[config.mk]
export PLATFORM = sky130hd
export DESIGN_NAME = dwc_store_stage
export DESIGN_NICKNAME = d
export VERILOG_FILES = /design/src/rtl/dwc_pkg.sv /design/src/rtl/dwc_tag_store.sv /design/src/rtl/dwc_data_store.sv /design/src/rtl/dwc_pend_buf.sv /design/src/rtl/dwc_store_stage.sv
export SDC_FILE = /design/constraint.sdc
export NUM_CORES = 1
export LEC_CHECK = 0
export ABC_AREA = 1
export CAP_MARGIN = 20
export CORE_MARGIN = 2
export CORE_UTILIZATION = 40
export CTS_BUF_LIST = sky130_fd_sc_hd__clkbuf_2 sky130_fd_sc_hd__clkbuf_4 sky130_fd_sc_hd__clkbuf_8
export DETAILED_ROUTE_END_ITERATION = 12
export PLACE_DENSITY_LB_ADDON = 0.3
export SYNTH_ARGS = -nofsm -noshare
export SYNTH_HDL_FRONTEND = slang
export SYNTH_SLANG_ARGS = --single-unit
[constraint.sdc]
create_clock -name clk -period 2.6 [get_ports clk]
set_input_delay 0.52 -clock clk [delete_from_list [all_inputs] [get_ports clk]]
set_output_delay 0.52 -clock clk [all_outputs]
set_load 0.05 [all_outputs]
[src/rtl/dwc_pkg.sv]
package dwc_pkg;
  typedef enum logic [1:0] {
    OP_IDLE  = 2'd0,
    OP_LOAD  = 2'd1,
    OP_STORE = 2'd2,
    OP_FILL  = 2'd3
  } dwc_op_e;
endpackage

[src/rtl/dwc_tag_store.sv]
module dwc_tag_store #(
  parameter int INDEX_W = 3,
  parameter int TAG_W   = 7,
  localparam int LINES  = 1 << INDEX_W
) (
  input  logic               clk,
  input  logic               rst_n,
  input  logic [INDEX_W-1:0] rd_idx,
  output logic               rd_valid,
  output logic [TAG_W-1:0]   rd_tag,
  input  logic               wr_en,
  input  logic [INDEX_W-1:0] wr_idx,
  input  logic [TAG_W-1:0]   wr_tag
);
  logic [LINES-1:0] valid_q, valid_d;
  logic [TAG_W-1:0] tag_q [LINES];

  always_comb begin
    valid_d = valid_q;
    if (wr_en) valid_d[wr_idx] = 1'b1;
  end

  always_ff @(posedge clk or negedge rst_n) begin
    if (!rst_n) valid_q <= '0;
    else        valid_q <= valid_d;
  end

  always_ff @(posedge clk) begin
    if (wr_en) tag_q[wr_idx] <= wr_tag;
  end

  assign rd_valid = valid_q[rd_idx];
  assign rd_tag   = tag_q[rd_idx];
endmodule

[src/rtl/dwc_data_store.sv]
module dwc_data_store #(
  parameter int INDEX_W = 3,
  parameter int NBYTES  = 4,
  localparam int LINES  = 1 << INDEX_W,
  localparam int DATA_W = 8 * NBYTES
) (
  input  logic               clk,
  input  logic [INDEX_W-1:0] rd_idx,
  output logic [DATA_W-1:0]  rd_data,
  input  logic               wr_en,
  input  logic [INDEX_W-1:0] wr_idx,
  input  logic [DATA_W-1:0]  wr_data,
  input  logic [NBYTES-1:0]  wr_be
);
  logic [DATA_W-1:0] mem_q [LINES];

  for (genvar b = 0; b < NBYTES; b++) begin : g_lane
    always_ff @(posedge clk) begin
      if (wr_en && wr_be[b]) mem_q[wr_idx][8*b +: 8] <= wr_data[8*b +: 8];
    end
  end

  assign rd_data = mem_q[rd_idx];
endmodule

[src/rtl/dwc_pend_buf.sv]
module dwc_pend_buf #(
  parameter int INDEX_W = 3,
  parameter int TAG_W   = 7,
  parameter int NBYTES  = 4,
  localparam int DATA_W = 8 * NBYTES
) (
  input  logic               clk,
  input  logic               rst_n,
  input  logic               ld_en,
  input  logic               clr_en,
  input  logic [TAG_W-1:0]   ld_tag,
  input  logic [INDEX_W-1:0] ld_idx,
  input  logic [DATA_W-1:0]  ld_data,
  input  logic [NBYTES-1:0]  ld_be,
  input  logic [TAG_W-1:0]   byp_tag,
  input  logic [INDEX_W-1:0] byp_idx,
  input  logic [DATA_W-1:0]  byp_base,
  output logic [DATA_W-1:0]  byp_out,
  input  logic [TAG_W-1:0]   fl_tag,
  input  logic [INDEX_W-1:0] fl_idx,
  input  logic [DATA_W-1:0]  fl_base,
  output logic [DATA_W-1:0]  fl_out,
  output logic               fl_same_idx,
  output logic               pv_o,
  output logic [INDEX_W-1:0] pidx_o,
  output logic [DATA_W-1:0]  pdata_o,
  output logic [NBYTES-1:0]  pbe_o
);
  logic               pv_q, pv_d;
  logic [TAG_W-1:0]   ptag_q;
  logic [INDEX_W-1:0] pidx_q;
  logic [DATA_W-1:0]  pdata_q;
  logic [NBYTES-1:0]  pbe_q;
  logic               byp_hit, fl_hit;

  always_comb begin
    pv_d = pv_q;
    if (clr_en) pv_d = 1'b0;
    if (ld_en)  pv_d = 1'b1;
  end

  always_ff @(posedge clk or negedge rst_n) begin
    if (!rst_n) pv_q <= 1'b0;
    else        pv_q <= pv_d;
  end

  always_ff @(posedge clk) begin
    if (ld_en) begin
      ptag_q  <= ld_tag;
      pidx_q  <= ld_idx;
      pdata_q <= ld_data;
      pbe_q   <= ld_be;
    end
  end

  assign byp_hit     = pv_q && (ptag_q == byp_tag) && (pidx_q == byp_idx);
  assign fl_same_idx = pv_q && (pidx_q == fl_idx);
  assign fl_hit      = fl_same_idx && (ptag_q == fl_tag);

  for (genvar b = 0; b < NBYTES; b++) begin : g_merge
    assign byp_out[8*b +: 8] = (byp_hit && pbe_q[b]) ? pdata_q[8*b +: 8] : byp_base[8*b +: 8];
    assign fl_out[8*b +: 8]  = (fl_hit && pbe_q[b])  ? pdata_q[8*b +: 8] : fl_base[8*b +: 8];
  end

  assign pv_o    = pv_q;
  assign pidx_o  = pidx_q;
  assign pdata_o = pdata_q;
  assign pbe_o   = pbe_q;
endmodule

[src/rtl/dwc_store_stage.sv]
module dwc_store_stage #(
  parameter int ADDR_W  = 12,
  parameter int INDEX_W = 3,
  parameter int NBYTES  = 4,
  localparam int OFFSET_W = $clog2(NBYTES),
  localparam int DATA_W   = 8 * NBYTES,
  localparam int TAG_W    = ADDR_W - INDEX_W - OFFSET_W
) (
  input  logic              clk,
  input  logic              rst_n,
  input  logic              req_valid,
  input  logic              req_store,
  input  logic [ADDR_W-1:0] req_addr,
  input  logic [DATA_W-1:0] req_wdata,
  input  logic [NBYTES-1:0] req_be,
  input  logic              fill_valid,
  input  logic [ADDR_W-1:0] fill_addr,
  input  logic [DATA_W-1:0] fill_data,
  input  logic              flush,
  output logic              rsp_valid,
  output logic              rsp_hit,
  output logic [DATA_W-1:0] rsp_rdata,
  output logic              wb_pending
);
  import dwc_pkg::*;

  dwc_op_e op;
  logic [INDEX_W-1:0] req_idx, fill_idx, pidx;
  logic [TAG_W-1:0]   req_tag, fill_tag;
  logic               line_valid, tag_hit;
  logic [TAG_W-1:0]   line_tag;
  logic [DATA_W-1:0]  arr_rdata, byp_data, fill_merged, pdata;
  logic [NBYTES-1:0]  pbe;
  logic               pv, fl_same_idx;
  logic               flush_q, flush_d, flush_any;
  logic               commit, pend_ld, pend_clr;
  logic               dwr_en;
  logic [INDEX_W-1:0] dwr_idx;
  logic [DATA_W-1:0]  dwr_data;
  logic [NBYTES-1:0]  dwr_be;
  logic               rsp_valid_d, rsp_hit_d;
  logic [DATA_W-1:0]  rsp_rdata_d;
  logic               unused_offset_bits;

  assign unused_offset_bits = ^{req_addr[OFFSET_W-1:0], fill_addr[OFFSET_W-1:0]};

  assign req_idx  = req_addr[OFFSET_W +: INDEX_W];
  assign req_tag  = req_addr[ADDR_W-1 -: TAG_W];
  assign fill_idx = fill_addr[OFFSET_W +: INDEX_W];
  assign fill_tag = fill_addr[ADDR_W-1 -: TAG_W];

  always_comb begin
    if (fill_valid)     op = OP_FILL;
    else if (!req_valid) op = OP_IDLE;
    else if (req_store) op = OP_STORE;
    else                op = OP_LOAD;
  end

  dwc_tag_store #(.INDEX_W(INDEX_W), .TAG_W(TAG_W)) u_tags (
    .clk      (clk),
    .rst_n    (rst_n),
    .rd_idx   (req_idx),
    .rd_valid (line_valid),
    .rd_tag   (line_tag),
    .wr_en    (op == OP_FILL),
    .wr_idx   (fill_idx),
    .wr_tag   (fill_tag)
  );

  assign tag_hit = line_valid && (line_tag == req_tag);

  dwc_pend_buf #(.INDEX_W(INDEX_W), .TAG_W(TAG_W), .NBYTES(NBYTES)) u_pend (
    .clk         (clk),
    .rst_n       (rst_n),
    .ld_en       (pend_ld),
    .clr_en      (pend_clr),
    .ld_tag      (req_tag),
    .ld_idx      (req_idx),
    .ld_data     (req_wdata),
    .ld_be       (req_be),
    .byp_tag     (req_tag),
    .byp_idx     (req_idx),
    .byp_base    (arr_rdata),
    .byp_out     (byp_data),
    .fl_tag      (fill_tag),
    .fl_idx      (fill_idx),
    .fl_base     (fill_data),
    .fl_out      (fill_merged),
    .fl_same_idx (fl_same_idx),
    .pv_o        (pv),
    .pidx_o      (pidx),
    .pdata_o     (pdata),
    .pbe_o       (pbe)
  );

  // Array arbitration: an install owns the array; otherwise the parked
  // entry drains in a store cycle or in a load-free cycle under flush.
  assign flush_any = flush || flush_q;
  assign commit    = pv && ((op == OP_STORE) ||
                            (flush_any && (op == OP_IDLE)));
  assign pend_ld   = (op == OP_STORE) && tag_hit;
  assign pend_clr  = commit || ((op == OP_FILL) && fl_same_idx);
  assign flush_d   = flush_any && pv && !pend_clr;

  always_comb begin
    dwr_en   = 1'b0;
    dwr_idx  = pidx;
    dwr_data = pdata;
    dwr_be   = pbe;
    if (op == OP_FILL) begin
      dwr_en   = 1'b1;
      dwr_idx  = fill_idx;
      dwr_data = fill_merged;
      dwr_be   = '1;
    end else if (commit) begin
      dwr_en   = 1'b1;
    end
  end

  dwc_data_store #(.INDEX_W(INDEX_W), .NBYTES(NBYTES)) u_data (
    .clk     (clk),
    .rd_idx  (req_idx),
    .rd_data (arr_rdata),
    .wr_en   (dwr_en),
    .wr_idx  (dwr_idx),
    .wr_data (dwr_data),
    .wr_be   (dwr_be)
  );

  always_comb begin
    rsp_valid_d = (op == OP_LOAD) || (op == OP_STORE);
    rsp_hit_d   = rsp_valid_d && tag_hit;
    rsp_rdata_d = ((op == OP_LOAD) && tag_hit) ? byp_data : '0;
  end

  always_ff @(posedge clk or negedge rst_n) begin
    if (!rst_n) begin
      flush_q   <= 1'b0;
      rsp_valid <= 1'b0;
      rsp_hit   <= 1'b0;
      rsp_rdata <= '0;
    end else begin
      flush_q   <= flush_d;
      rsp_valid <= rsp_valid_d;
      rsp_hit   <= rsp_hit_d;
      rsp_rdata <= rsp_rdata_d;
    end
  end

  assign wb_pending = pv;
endmodule

==> impl_summary.log <==
INFO  metric synth_cell_type_count = 33
INFO  metric syn_inst = 1479
INFO  metric setup_violations = 0
INFO  metric vias = 11775
INFO  metric timing.critical_path.to_type = flip-flop
INFO  metric yosysTopAreaCell = sky130_fd_sc_hd__edfxtp_1
INFO  metric synthTopCellsByArea = sky130_fd_sc_hd__edfxtp_1, sky130_fd_sc_hd__nand2_1, sky130_fd_sc_hd__dfrtp_1
INFO  metric buffer_ports.inserted = 128
INFO  metric leakage = ~8.4 nW
INFO  metric cts_tree = yes
INFO  metric drv_slew = 0
INFO  metric place_inst = ~2200
INFO  metric vias_per_cell = 5.04
INFO  metric synth-edff-count = 358
INFO  metric grt-ovfl-total = 0
INFO  metric ioPinCount = 133
INFO  metric mappedNetlistNets = 1581
INFO  metric route.antenna.remaining_nets = 0
INFO  metric clock_tree.buffer_depth = 3
INFO  metric cts_buffers = 69
INFO  metric gp_congestion = about 0.82
INFO  metric crit_path_top_delay_cell = sky130_fd_sc_hd__clkdlybuf4s50_1
INFO  metric postRouteWirelength = 42000 um
INFO  metric cts.sinks = ~400
INFO  metric final_layout_size_suffix_gt1_frac = 0.166
INFO  metric remaining_drc_errors = 0
INFO  metric syn-cell-area = 16800 um^2
INFO  metric yosys.cell_count.top_type = sky130_fd_sc_hd__nand2_1
INFO  metric first_iteration_detailed_routing_drc_count = 950
INFO  metric clock_latency = 0.61 ns
INFO  metric grt_setup_unrepaired = no
INFO  metric timing.final.crit_period = ~2.5 ns
INFO  metric tns = 0 ns
INFO  metric die_height = around 210 um
INFO  metric avgSynthCellArea = 11.4 um^2
INFO  metric grt_antenna_before_repair = 0
INFO  metric design.core.area = 41800 um^2
INFO  metric cts.htree.levels = 3
INFO  metric synthToLayoutAreaGrowth = 26.5%
INFO  metric total_power = approximately 15 mW
INFO  metric post-synth-top-area-fraction = 0.638
INFO  metric timing.critical_path.required = 2.91 ns
INFO  metric clk_pin_slew_worst_paths = ~0.060 ns
INFO  metric synth_seq_cells = between 400 and 500
INFO  metric wl_cell = ~18 um
INFO  metric fp.dieW = 209 um
INFO  metric slew_worst_pin = just over 0.9 ns
INFO  metric max-vdd-ir-drop = just under 0.5 mV
INFO  metric crit_path_largest_cell_delay = 0.48 ns
INFO  metric dpl_worst_slack = -0.459 ns
INFO  metric design.final.nets = 1846
INFO  metric grt_pass1_wl = between 60000 and 70000 um
INFO  metric cts_root_buf = sky130_fd_sc_hd__clkbuf_8
INFO  metric die_area = about 44000 um^2
INFO  metric yosys-top-cells-count = sky130_fd_sc_hd__nand2_1, sky130_fd_sc_hd__edfxtp_1, sky130_fd_sc_hd__nand3_1
INFO  metric critical_path_class = input pin to flip-flop
INFO  metric instances_no_fill = 2337
INFO  metric hpwlAfterDp = 28100 um
INFO  metric finalCritPeriodShare = 0.956
INFO  metric count_of_antenna_diodes_in_the_layout = 0
INFO  metric number_of_cell_rows = 75
INFO  metric finalClockSkew = 0.0273 ns
INFO  metric floorplan.initialDensity = 0.403
INFO  metric utilization = 0.510
INFO  metric firstDrtPassIters = 8
INFO  metric slew_headroom = 0.389
INFO  metric critical_path_cell_list = clkdlybuf4s50_1 -> inv_1 -> a21oi_1 -> inv_1 -> ha_2 -> o21ai_0 -> inv_1 -> nor2_1 -> nand2_1 -> nor2_1 -> buf_4
INFO  metric yosysWarningCount = 0
INFO  metric max_fo_critical_path = 9
INFO  metric power-per-cell-area = 686 nW/um^2
INFO  metric maximum_number_of_pins_on_one_net_before_global_route_repair = slightly below 100
INFO  metric ys_dominant_reg_cell = sky130_fd_sc_hd__edfxtp_1
INFO  metric outcome = finished clean
INFO  metric hold_viol_final = 0
INFO  metric number_of_global_route_vias_before_repair = roughly 12000
INFO  metric synth.yosys.seq_area_share = 0.704
INFO  metric final_critical_path_setup_slack = roughly 0.11 ns
INFO  metric hp-class = input pin to async pin
INFO  metric grt_usage = 0.193
INFO  metric max_cap_violations = 0
INFO  metric achievable-frequency = 402 MHz
INFO  metric arrival = 2.80 ns
INFO  metric start_kind = input pin
INFO  metric timing.critical_path.mode_cell = sky130_fd_sc_hd__inv_1
INFO  metric postSynth.asyncResetShare = 0.109
-- critical path: cells and delay by family --
family / cells / cell delay [ns]
AO/OA/AOI/OAI: 2 / 0.51
adder cells (fa/ha/maj): 1 / 0.24
buffers and inverters: 5 / 0.92
AND/OR/NAND/NOR: 3 / 0.60
-- layout make-up --
| cell class | count | area [um^2] |
|---|---|---|
| flip-flops and latches | 402 | 11900 |
| clock inverters | 25 | 278 |
| multi-input cells | 904 | 4190 |
| repair buffers | 267 | 2710 |
| well taps | 539 | 674 |
| fillers | 3612 | 20500 |
| clock buffers | 100 | 1220 |
| inverters | 100 | 387 |
-- metal layers --
layer,global-route usage,vias to the layer above,share of wire,wire [um]
met2,0.311,412,0.48,20100
li1,-,5637,-,-
met4,0.0648,0,0.017,697
met5,0,-,0,0
met3,0.0404,49,0.066,2790
met1,0.261,5677,0.44,18400
-- where the power goes --
group          switching, mW  leakage, nW  internal (mW)
Combinational          0.743         3.70          0.521
Clock                   2.52        0.788           3.62
Sequential            0.0241         3.87           7.18
Total                   3.29         8.35           11.3
-- kinds of logic after synthesis --
family,after synthesis,synth area share
compound gates,175,0.0605
xor+xnor,11,0.00572
fa+ha+maj,4,0.00297
buf+inv,173,0.0479
flops,402,0.704
simple gates,714,0.179
-- registers in the layout, summed over array words and instances (netlist names) --
register and count:
rsp_rdata 32, u_pend.ptag_q 7, u_pend.pidx_o 3, u_data.mem_q 256, flush_q 1, rsp_valid 1, u_tags.valid_q 8, u_pend.pdata_o 32
u_pend.pv_o 1, u_pend.pbe_o 4, rsp_hit 1, u_tags.tag_q 56
-- timing repair --
| action | CTS | global route |
|---|---|---|
| hold buffers | 1 | 0 |
| hold endpoints to repair | 9 | 0 |
| gates resized for setup | 0 | 1 |
| endpoints found under the setup margin | 0 | 8 |
| setup buffers | 0 | 0 |
-- final timing paths --
check                                  startpoint             endpoint  slack, ns  cells past startpoint
worst max register to register   u_pend.pidx_o[0]  u_data.mem_q[4][23]       0.39                     11
max in group asynchronous                   rst_n         rsp_rdata[3]       1.60                      3
worst min register to register  u_tags.valid_q[2]    u_tags.valid_q[2]       0.45                      2
min in group clk                u_tags.valid_q[2]    u_tags.valid_q[2]       0.45                      2
worst max-delay path                    req_store  u_data.mem_q[5][22]       0.11                     11
worst min-delay path                        rst_n        rsp_rdata[25]       0.35                      2
-- metrics by stage --
step                hold slack [ns]  cell area, um^2
finish                        0.347            21300
global route                  0.374            21300
CTS                           0.334            21300
global placement              0.439            19800
floorplan                     0.224            16800
detailed placement            0.440            19800
-- placed cells by master (no fill, tap or decap), types with 6 or more instances in the layout --
cell / count
sky130_fd_sc_hd__o21ai_0: 27
sky130_fd_sc_hd__clkbuf_4: 25
sky130_fd_sc_hd__a21oi_1: 82
sky130_fd_sc_hd__inv_2: 6
sky130_fd_sc_hd__xnor2_1: 6
sky130_fd_sc_hd__a22oi_1: 7
sky130_fd_sc_hd__buf_12: 31
sky130_fd_sc_hd__nand3_1: 164
sky130_fd_sc_hd__a32o_1: 24
sky130_fd_sc_hd__clkdlybuf4s50_1: 125
sky130_fd_sc_hd__nor2_2: 6
sky130_fd_sc_hd__edfxtp_1: 358
sky130_fd_sc_hd__o21ai_1: 30
sky130_fd_sc_hd__bufinv_16: 6
sky130_fd_sc_hd__clkinv_1: 8
sky130_fd_sc_hd__nand2_1: 415
sky130_fd_sc_hd__clkinv_2: 7
sky130_fd_sc_hd__inv_1: 91
sky130_fd_sc_hd__buf_4: 109
sky130_fd_sc_hd__clkbuf_8: 75
sky130_fd_sc_hd__nand2_2: 9
sky130_fd_sc_hd__nor2_1: 102
sky130_fd_sc_hd__dfrtp_1: 44
Note: power is estimated with default switching activity, not from simulation.
